## config.mk

```make
export PLATFORM = sky130hd
export DESIGN_NAME = vect_intc
export DESIGN_NICKNAME = d
export VERILOG_FILES = /design/src/rtl/vic_pkg.sv /design/src/rtl/vic_ext_cond.sv /design/src/rtl/vic_status.sv /design/src/rtl/vic_vector.sv /design/src/rtl/vect_intc.sv
export SDC_FILE = /design/constraint.sdc
export NUM_CORES = 2
export LEC_CHECK = 0
export BUFFER_PORTS_ARGS = -buffer_cell sky130_fd_sc_hd__buf_4
export CAP_MARGIN = 15
export CORE_ASPECT_RATIO = 1.75
export CORE_MARGIN = 10
export CORE_UTILIZATION = 45
export DETAILED_ROUTE_END_ITERATION = 10
export PLACE_DENSITY = 0.65
export SYNTH_ARGS = -nofsm -noshare
export SYNTH_HDL_FRONTEND = slang
export SYNTH_SLANG_ARGS = --single-unit
```

## constraint.sdc

```tcl
create_clock -name clk_i -period 5.8 [get_ports clk_i]
set_input_delay 1.16 -clock clk_i [delete_from_list [all_inputs] [get_ports clk_i]]
set_output_delay 1.16 -clock clk_i [all_outputs]
set_load 0.05 [all_outputs]
```

## src/rtl/vic_pkg.sv

```systemverilog
package vic_pkg;
  localparam int unsigned VIC_DW       = 32;
  localparam int unsigned VIC_AW       = 6;
  localparam int unsigned VIC_NINT     = 15;
  localparam int unsigned VIC_EXT_BASE = 16;
  localparam int unsigned VIC_NVEC     = 32;
  localparam int unsigned VIC_IDX_W    = $clog2(VIC_NVEC);

  localparam logic [VIC_AW-1:0] REG_STATUS  = 6'h00;
  localparam logic [VIC_AW-1:0] REG_PENDING = 6'h01;
  localparam logic [VIC_AW-1:0] REG_ENABLE  = 6'h02;
  localparam logic [VIC_AW-1:0] REG_ACK     = 6'h03;

  localparam logic [1:0] ACK_IDLE = 2'b00;
  localparam logic [1:0] ACK_TAKE = 2'b01;
  localparam logic [1:0] ACK_RET  = 2'b10;
  localparam logic [1:0] ACK_REEN = 2'b11;
endpackage

```

## src/rtl/vic_ext_cond.sv

```systemverilog
module vic_ext_cond #(
  parameter int unsigned NUM_EXT = 16,
  parameter logic [NUM_EXT-1:0] EDGE_MASK = '1,
  parameter logic [NUM_EXT-1:0] POL_MASK  = '1
) (
  input  logic               clk_i,
  input  logic               rst_ni,
  input  logic [NUM_EXT-1:0] ext_i,
  output logic [NUM_EXT-1:0] hit_o
);
  for (genvar n = 0; n < NUM_EXT; n++) begin : g_line
    logic active;
    assign active = (ext_i[n] == POL_MASK[n]);
    if (EDGE_MASK[n]) begin : g_edge
      logic prev_act_q;
      // reset as "already active" so a line held active out of reset is no edge
      always_ff @(posedge clk_i or negedge rst_ni) begin
        if (!rst_ni) prev_act_q <= 1'b1;
        else         prev_act_q <= active;
      end
      assign hit_o[n] = active & ~prev_act_q;
      // an edge hit never repeats on two consecutive cycles
      assert_edge_single_R3: assert property (@(posedge clk_i) disable iff (!rst_ni)
        hit_o[n] |=> !hit_o[n]);
    end else begin : g_level
      assign hit_o[n] = active;
    end
  end
endmodule

```

## src/rtl/vic_status.sv

```systemverilog
module vic_status
  import vic_pkg::*;
#(
  parameter int unsigned NUM_EXT = 16
) (
  input  logic                clk_i,
  input  logic                rst_ni,
  input  logic [VIC_NINT-1:0] int_evt_i,
  input  logic [NUM_EXT-1:0]  ext_hit_i,
  input  logic [VIC_DW-1:0]   ack_clr_i,
  input  logic [VIC_DW-1:0]   svc_clr_i,
  input  logic                en_we_i,
  input  logic [VIC_DW-1:0]   en_wdata_i,
  output logic [VIC_DW-1:0]   status_o,
  output logic [VIC_DW-1:0]   enable_o,
  output logic [VIC_DW-1:0]   pending_o
);
  localparam logic [VIC_DW-1:0] IMPL_MASK =
    32'h0000_7FFF | (((32'd1 << NUM_EXT) - 32'd1) << VIC_EXT_BASE);

  logic [VIC_DW-1:0] status_q, enable_q, set_vec, clr_vec, status_d;

  always_comb begin
    set_vec = '0;
    set_vec[VIC_NINT-1:0] = int_evt_i;
    set_vec[VIC_EXT_BASE +: NUM_EXT] = ext_hit_i;
  end

  assign clr_vec  = ack_clr_i | svc_clr_i;
  assign status_d = ((status_q & ~clr_vec) | set_vec) & IMPL_MASK;

  always_ff @(posedge clk_i or negedge rst_ni) begin
    if (!rst_ni) begin
      status_q <= '0;
      enable_q <= '0;
    end else begin
      status_q <= status_d;
      if (en_we_i) enable_q <= en_wdata_i & IMPL_MASK;
    end
  end

  assign status_o  = status_q;
  assign enable_o  = enable_q;
  assign pending_o = status_q & enable_q;

  // every captured event is visible in status the next cycle
  assert_capture_R1: assert property (@(posedge clk_i) disable iff (!rst_ni)
    1'b1 |=> (($past(set_vec) & ~status_q) == '0));
  // a status bit only falls when a clear was applied
  assert_sticky_R1: assert property (@(posedge clk_i) disable iff (!rst_ni)
    1'b1 |=> (($past(status_q) & ~$past(clr_vec) & ~status_q) == '0));
  // a requested clear takes effect unless a capture competes
  assert_clear_applied_R6: assert property (@(posedge clk_i) disable iff (!rst_ni)
    1'b1 |=> (($past(clr_vec) & ~$past(set_vec) & status_q) == '0));
endmodule

```

## src/rtl/vic_vector.sv

```systemverilog
module vic_vector
  import vic_pkg::*;
#(
  parameter bit          FAST  = 1'b1,
  parameter int unsigned VEC_W = 32
) (
  input  logic                 clk_i,
  input  logic                 rst_ni,
  input  logic [VIC_DW-1:0]    pending_i,
  input  logic                 vec_we_i,
  input  logic [VIC_IDX_W-1:0] vec_idx_i,
  input  logic [VEC_W-1:0]     vec_wdata_i,
  input  logic [1:0]           ack_code_i,
  output logic                 irq_o,
  output logic [VEC_W-1:0]     irq_addr_o,
  output logic [VIC_DW-1:0]    svc_clr_o
);
  logic [VIC_IDX_W-1:0] sel;
  logic                 found;

  always_comb begin
    sel = '0;
    for (int i = VIC_DW-1; i >= 0; i--) begin
      if (pending_i[i]) sel = VIC_IDX_W'(i);
    end
  end
  assign found = |pending_i;
  assign irq_o = found;

  // selection is the lowest pending bit
  assert_lowest_sel_R8: assert property (@(posedge clk_i) disable iff (!rst_ni)
    found |-> (pending_i[sel] && ((pending_i & ((32'd1 << sel) - 32'd1)) == '0)));

  if (FAST) begin : g_fast
    logic [VEC_W-1:0]     vec_q [VIC_NVEC];
    logic [VIC_IDX_W-1:0] svc_idx_q;
    logic                 svc_vld_q;
    logic                 code_done;

    always_ff @(posedge clk_i or negedge rst_ni) begin
      if (!rst_ni) begin
        for (int k = 0; k < VIC_NVEC; k++) vec_q[k] <= '0;
      end else if (vec_we_i) begin
        vec_q[vec_idx_i] <= vec_wdata_i;
      end
    end

    assign code_done = (ack_code_i == ACK_RET) || (ack_code_i == ACK_REEN);

    always_ff @(posedge clk_i or negedge rst_ni) begin
      if (!rst_ni) begin
        svc_idx_q <= '0;
        svc_vld_q <= 1'b0;
      end else if (ack_code_i == ACK_TAKE) begin
        svc_idx_q <= sel;
        svc_vld_q <= found;
      end else if (code_done) begin
        svc_vld_q <= 1'b0;
      end
    end

    assign irq_addr_o = found ? vec_q[sel] : '0;
    assign svc_clr_o  = (svc_vld_q && code_done) ? (32'd1 << svc_idx_q) : '0;

    // the latched number is consumed by the first return or re-enable
    assert_svc_once_R9: assert property (@(posedge clk_i) disable iff (!rst_ni)
      (code_done && ack_code_i != ACK_TAKE) |=> !svc_vld_q);
    // a take with something pending arms the clear
    assert_svc_arm_R9: assert property (@(posedge clk_i) disable iff (!rst_ni)
      (ack_code_i == ACK_TAKE && found) |=> svc_vld_q);
  end else begin : g_plain
    assign irq_addr_o = '0;
    assign svc_clr_o  = '0;
  end
endmodule

```

## src/rtl/vect_intc.sv

```systemverilog
module vect_intc
  import vic_pkg::*;
#(
  parameter int unsigned NUM_EXT = 16,
  parameter logic [NUM_EXT-1:0] EDGE_MASK = '1,
  parameter logic [NUM_EXT-1:0] POL_MASK  = '1,
  parameter bit          FAST  = 1'b1,
  parameter int unsigned VEC_W = 32
) (
  input  logic                clk_i,
  input  logic                rst_ni,
  input  logic [14:0]         int_evt_i,
  input  logic [NUM_EXT-1:0]  ext_irq_i,
  input  logic                wr_en_i,
  input  logic [5:0]          wr_addr_i,
  input  logic [31:0]         wr_data_i,
  input  logic [5:0]          rd_addr_i,
  output logic [31:0]         rd_data_o,
  input  logic [1:0]          ack_code_i,
  output logic                irq_o,
  output logic [VEC_W-1:0]    irq_addr_o
);
  logic [NUM_EXT-1:0] ext_hit;
  logic [VIC_DW-1:0]  ack_clr, svc_clr, status, enable, pending;
  logic               en_we, vec_we;

  assign en_we   = wr_en_i && (wr_addr_i == REG_ENABLE);
  assign vec_we  = wr_en_i && wr_addr_i[5];
  assign ack_clr = (wr_en_i && (wr_addr_i == REG_ACK)) ? wr_data_i : '0;

  vic_ext_cond #(
    .NUM_EXT  (NUM_EXT),
    .EDGE_MASK(EDGE_MASK),
    .POL_MASK (POL_MASK)
  ) u_ext (
    .clk_i (clk_i),
    .rst_ni(rst_ni),
    .ext_i (ext_irq_i),
    .hit_o (ext_hit)
  );

  vic_status #(.NUM_EXT(NUM_EXT)) u_stat (
    .clk_i     (clk_i),
    .rst_ni    (rst_ni),
    .int_evt_i (int_evt_i),
    .ext_hit_i (ext_hit),
    .ack_clr_i (ack_clr),
    .svc_clr_i (svc_clr),
    .en_we_i   (en_we),
    .en_wdata_i(wr_data_i),
    .status_o  (status),
    .enable_o  (enable),
    .pending_o (pending)
  );

  vic_vector #(.FAST(FAST), .VEC_W(VEC_W)) u_vec (
    .clk_i      (clk_i),
    .rst_ni     (rst_ni),
    .pending_i  (pending),
    .vec_we_i   (vec_we),
    .vec_idx_i  (wr_addr_i[4:0]),
    .vec_wdata_i(VEC_W'(wr_data_i)),
    .ack_code_i (ack_code_i),
    .irq_o      (irq_o),
    .irq_addr_o (irq_addr_o),
    .svc_clr_o  (svc_clr)
  );

  always_comb begin
    unique case (rd_addr_i)
      REG_STATUS:  rd_data_o = status;
      REG_PENDING: rd_data_o = pending;
      REG_ENABLE:  rd_data_o = enable;
      default:     rd_data_o = '0;
    endcase
  end

  // the reserved position between internal and external fields never reads set
  assert_reserved_zero_R2: assert property (@(posedge clk_i) disable iff (!rst_ni)
    (rd_addr_i == REG_STATUS) |-> !rd_data_o[15]);
  // a request is raised whenever the pending register reads nonzero
  assert_irq_pending_R7: assert property (@(posedge clk_i) disable iff (!rst_ni)
    (rd_addr_i == REG_PENDING && rd_data_o != '0) |-> irq_o);
endmodule

```

==> summary.md <==
| Metric | Value |
|---|---|
| Most common cell on crit path | `buf_4` |
| Clock buffer depth | `3` |
| Final setup violation count | `0` |
| Final Cycle Share | `0.994` |
| Slowest cell delay on critical path | `roughly 540 ps` |
| Initial antenna violation count | `7` |
| FMAX | `around 170 MHz` |
| # clock sinks | `1108` |
| Hold/Removal Path Class | `in -> async` |
| Row cnt | `165` |
| TritonCTS Buffers | `96` |
| CTS hold repair buffers | `0` |
| FF-to-FF Start | `u_stat.enable_o[6]$_DFFE_PN0P_` |
| Req. time, crit path | `4640 ps` |
| Wire per inst | `approximately 28 um` |
| Power density over the cells | `401 nW/um2` |
| Drt total wl | `168000 um` |
| CP max FO | `10` |
| Number of flops mapped to enable cells by yosys | `0` |
| Ratio of cells with drive above 1 in the final layout | `0.359` |
| Startpoint types | `flop` |
| Via density | `approximately 6.3` |
| Die Y | `470 um` |
| Core footprint | `between 100000 and 150000 um2` |
| Peak supply drop | `about 0.0003 V` |
| Crit path to | `irq_addr_o[22]` |
| Clk Latency, worst-skew pair | `700 ps` |
| DRC | `0` |
| Critical Path Source | `u_stat.enable_o[6]$_DFFE_PN0P_` |
| Async set or reset register ratio after synthesis | `1.00` |
| CTS H-tree depth | `3` |
| Gr usage total | `0.251` |
| Vias in the first global route | `38554` |
| Clock transition at path regs | `70 ps` |
| Post-route ant nets | `0` |
| HPWL after DPL | `105000 um` |
| Most frequent cells in the layout | `1092 x dfrtp_1, 1055 x mux2_2, 480 x nand3_1` |
| Max-slew violation count | `0` |
| RR Endpoint | `u_vec.g_fast.svc_idx_q[1]$_DFFE_PN0N_` |
| Global-route wire length before repair | `between 200000 and 300000 um` |
| Clock Tree Root | `clkbuf_16` |
| DRT iter0 DRCs | `3483` |
| I/O Pins | `145` |
| Via count | `37797` |
| Clk_skew | `11.0 ps` |
| Avg Inst Size Synth | `11.6 um2` |
| RSZ-0062 raised after global routing | `yes` |
| Delay-heaviest family, CP | `simple AND/OR/NAND/NOR gates` |
| Final hold vios | `0` |
| PortBufs | `143` |
| Die area | `roughly 130000 um2` |
| Register area share after synthesis | `0.532` |
| Tot Pwr | `0.0234 W` |
| Critical path depth in cells | `11` |
| Final instance area | `58500 um2` |
| LEAKAGE | `roughly 26 nW` |
| Global route overflow | `0` |
| Critical Path, Cell by Cell | `a22o_1 -> a222oi_1 -> o211ai_1 -> and3_4 -> nand3_4 -> buf_4 -> a21oi_1 -> or4_1 -> nor4_1 -> o22ai_1 -> buf_4` |
| Synth Net Count | `4574` |
| Crit Path Class | `reg -> out` |
| Rel. slew slack | `0.221` |
| Layout area overhead | `12.2%` |
| Final period demand of the worst path | `5770 ps` |
| Least-Margin Pin Slew | `1170 ps` |
| Post-synth top flop | `dfrtp_1` |
| Placed cell areas | `roughly 55000 um2` |
| Slowest CP cell | `or4_1` |
| Synth Register Bits | `1108` |
| Post-Syn Instances | `4494` |
| Max-Cap Viols | `0` |
| Mapped cell area | `52200 um2` |
| Synth warn | `0` |
| Die W | `277 um` |
| Largest net degree at the start of global routing | `145` |
| Commonest non-fill, non-tap cell in the layout | `dfrtp_1` |
| GP Congestion | `~0.89` |
| Status | `finished, final reports clean` |
| Crit path capture type | `primary output` |
| Arrival @ worst endpoint | `4610 ps` |
| First-pass DRT Iterations | `6` |
| Post-synth cell types | `55` |
| Initial Utilization | `0.452` |
| WP buf/inv | `2` |
| CTS tree | `yes` |
| Hold_ws | `about 450 ps` |
| R2R setup slack | `3260 ps` |
| Nets | `between 4000 and 5000` |
| Reg2Reg Depth | `6` |
## cell type report
cell class,instances,area [um2]
well taps,1503,1880
flip-flops and latches,1108,27700
clock inverters,41,568
multi-input cells,2936,23000
clock buffers,133,2790
repair buffers,278,2490
inverters,17,63.8
fillers,10095,56900
diodes,3,7.51
## routing by layer
layer  vias to the layer above  wire length (um)  track usage
li1                      16065                 -            -
met1                     19942             63600        0.292
met2                      1346             85500        0.435
met3                       438              9630       0.0398
met4                         6              9360        0.137
met5                         -                34            0
## kinds of logic after synthesis
| logic type | after synthesis | synth area share |
|---|---|---|
| buffers and inverters | 450 | 0.0355 |
| AOI/OAI and AO/OA | 615 | 0.0655 |
| DFF | 1108 | 0.532 |
| and+or+nand+nor | 1101 | 0.108 |
| muxes | 1219 | 0.259 |
| other | 1 | 0.0000719 |
## cell usage after synthesis (5+ instances only)
cell type	n	area (um2)
and3_1	6	37.5
nand3_1	482	2410
nand2_1	340	1280
buf_2	49	245
o211ai_1	19	143
or4_1	62	465
or2_2	16	100
a22oi_1	6	45.0
a21oi_1	391	1960
and2_1	34	213
nand3b_1	6	45.0
clkbuf_1	293	1100
o21ai_0	38	190
buf_1	75	282
nor4_1	67	419
nor3_1	5	25.0
buf_4	5	37.5
buf_6	11	124
nor2_1	22	82.6
inv_1	17	63.8
o22ai_1	128	801
mux2_2	1055	11900
mux2i_1	164	1640
dfrtp_1	1092	27300
nand3_2	31	310
nor2b_1	5	31.3
dfstp_2	16	420
a22o_1	9	78.8
## power by group
group	switching (W)	internal, W	total (W)
Sequential	0.000552	0.00873	0.00928
Combinational	0.00481	0.00240	0.00721
Clock	0.00299	0.00395	0.00694
Total	0.00836	0.0151	0.0234
## worst min-delay path by stage
stage	from	end	slack, ps	cells past startpoint
after global routing	rst_ni	u_vec.g_fast.vec_q[813]$_DFFE_PN0P_	510	1
after CTS	rst_ni	u_vec.g_fast.vec_q[813]$_DFFE_PN0P_	480	1
after global placement	u_vec.g_fast.vec_q[222]$_DFFE_PN0P_	u_vec.g_fast.vec_q[222]$_DFFE_PN0P_	480	1
after floorplan	u_vec.g_fast.vec_q[222]$_DFFE_PN0P_	u_vec.g_fast.vec_q[222]$_DFFE_PN0P_	470	1
after detailed placement	u_vec.g_fast.vec_q[839]$_DFFE_PN0P_	u_vec.g_fast.vec_q[839]$_DFFE_PN0P_	490	1
final	rst_ni	u_vec.g_fast.vec_q[365]$_DFFE_PN0P_	450	1
## sequential cells by signal (all words and copies together), names as in the netlist
signal,count
u_vec.g_fast.svc_vld_q,1
u_ext.g_line.g_edge.prev_act_q,16
u_vec.g_fast.svc_idx_q,5
u_stat.status_o,31
u_stat.enable_o,31
u_vec.g_fast.vec_q,1024
## what timing repair did
| action | CTS | global route |
|---|---|---|
| pin swaps | 3 | 3 |
| gates resized for setup | 7 | 12 |
| buffers inserted | 10 | 2 |
| endpoints found under the setup margin | 30 | 29 |
## metrics by stage
stage	instances	utilization	setup slack, ps	TNS [ps]
after detailed placement	5830	0.476	511	0
after floorplan	4494	-	1510	0
after CTS	6014	0.506	5.58	0
after global placement	5830	0.476	583	0
after global routing	6017	0.507	-17.7	-17.9
final	6019	0.507	34.3	0
(Power assumes the default switching activity.)
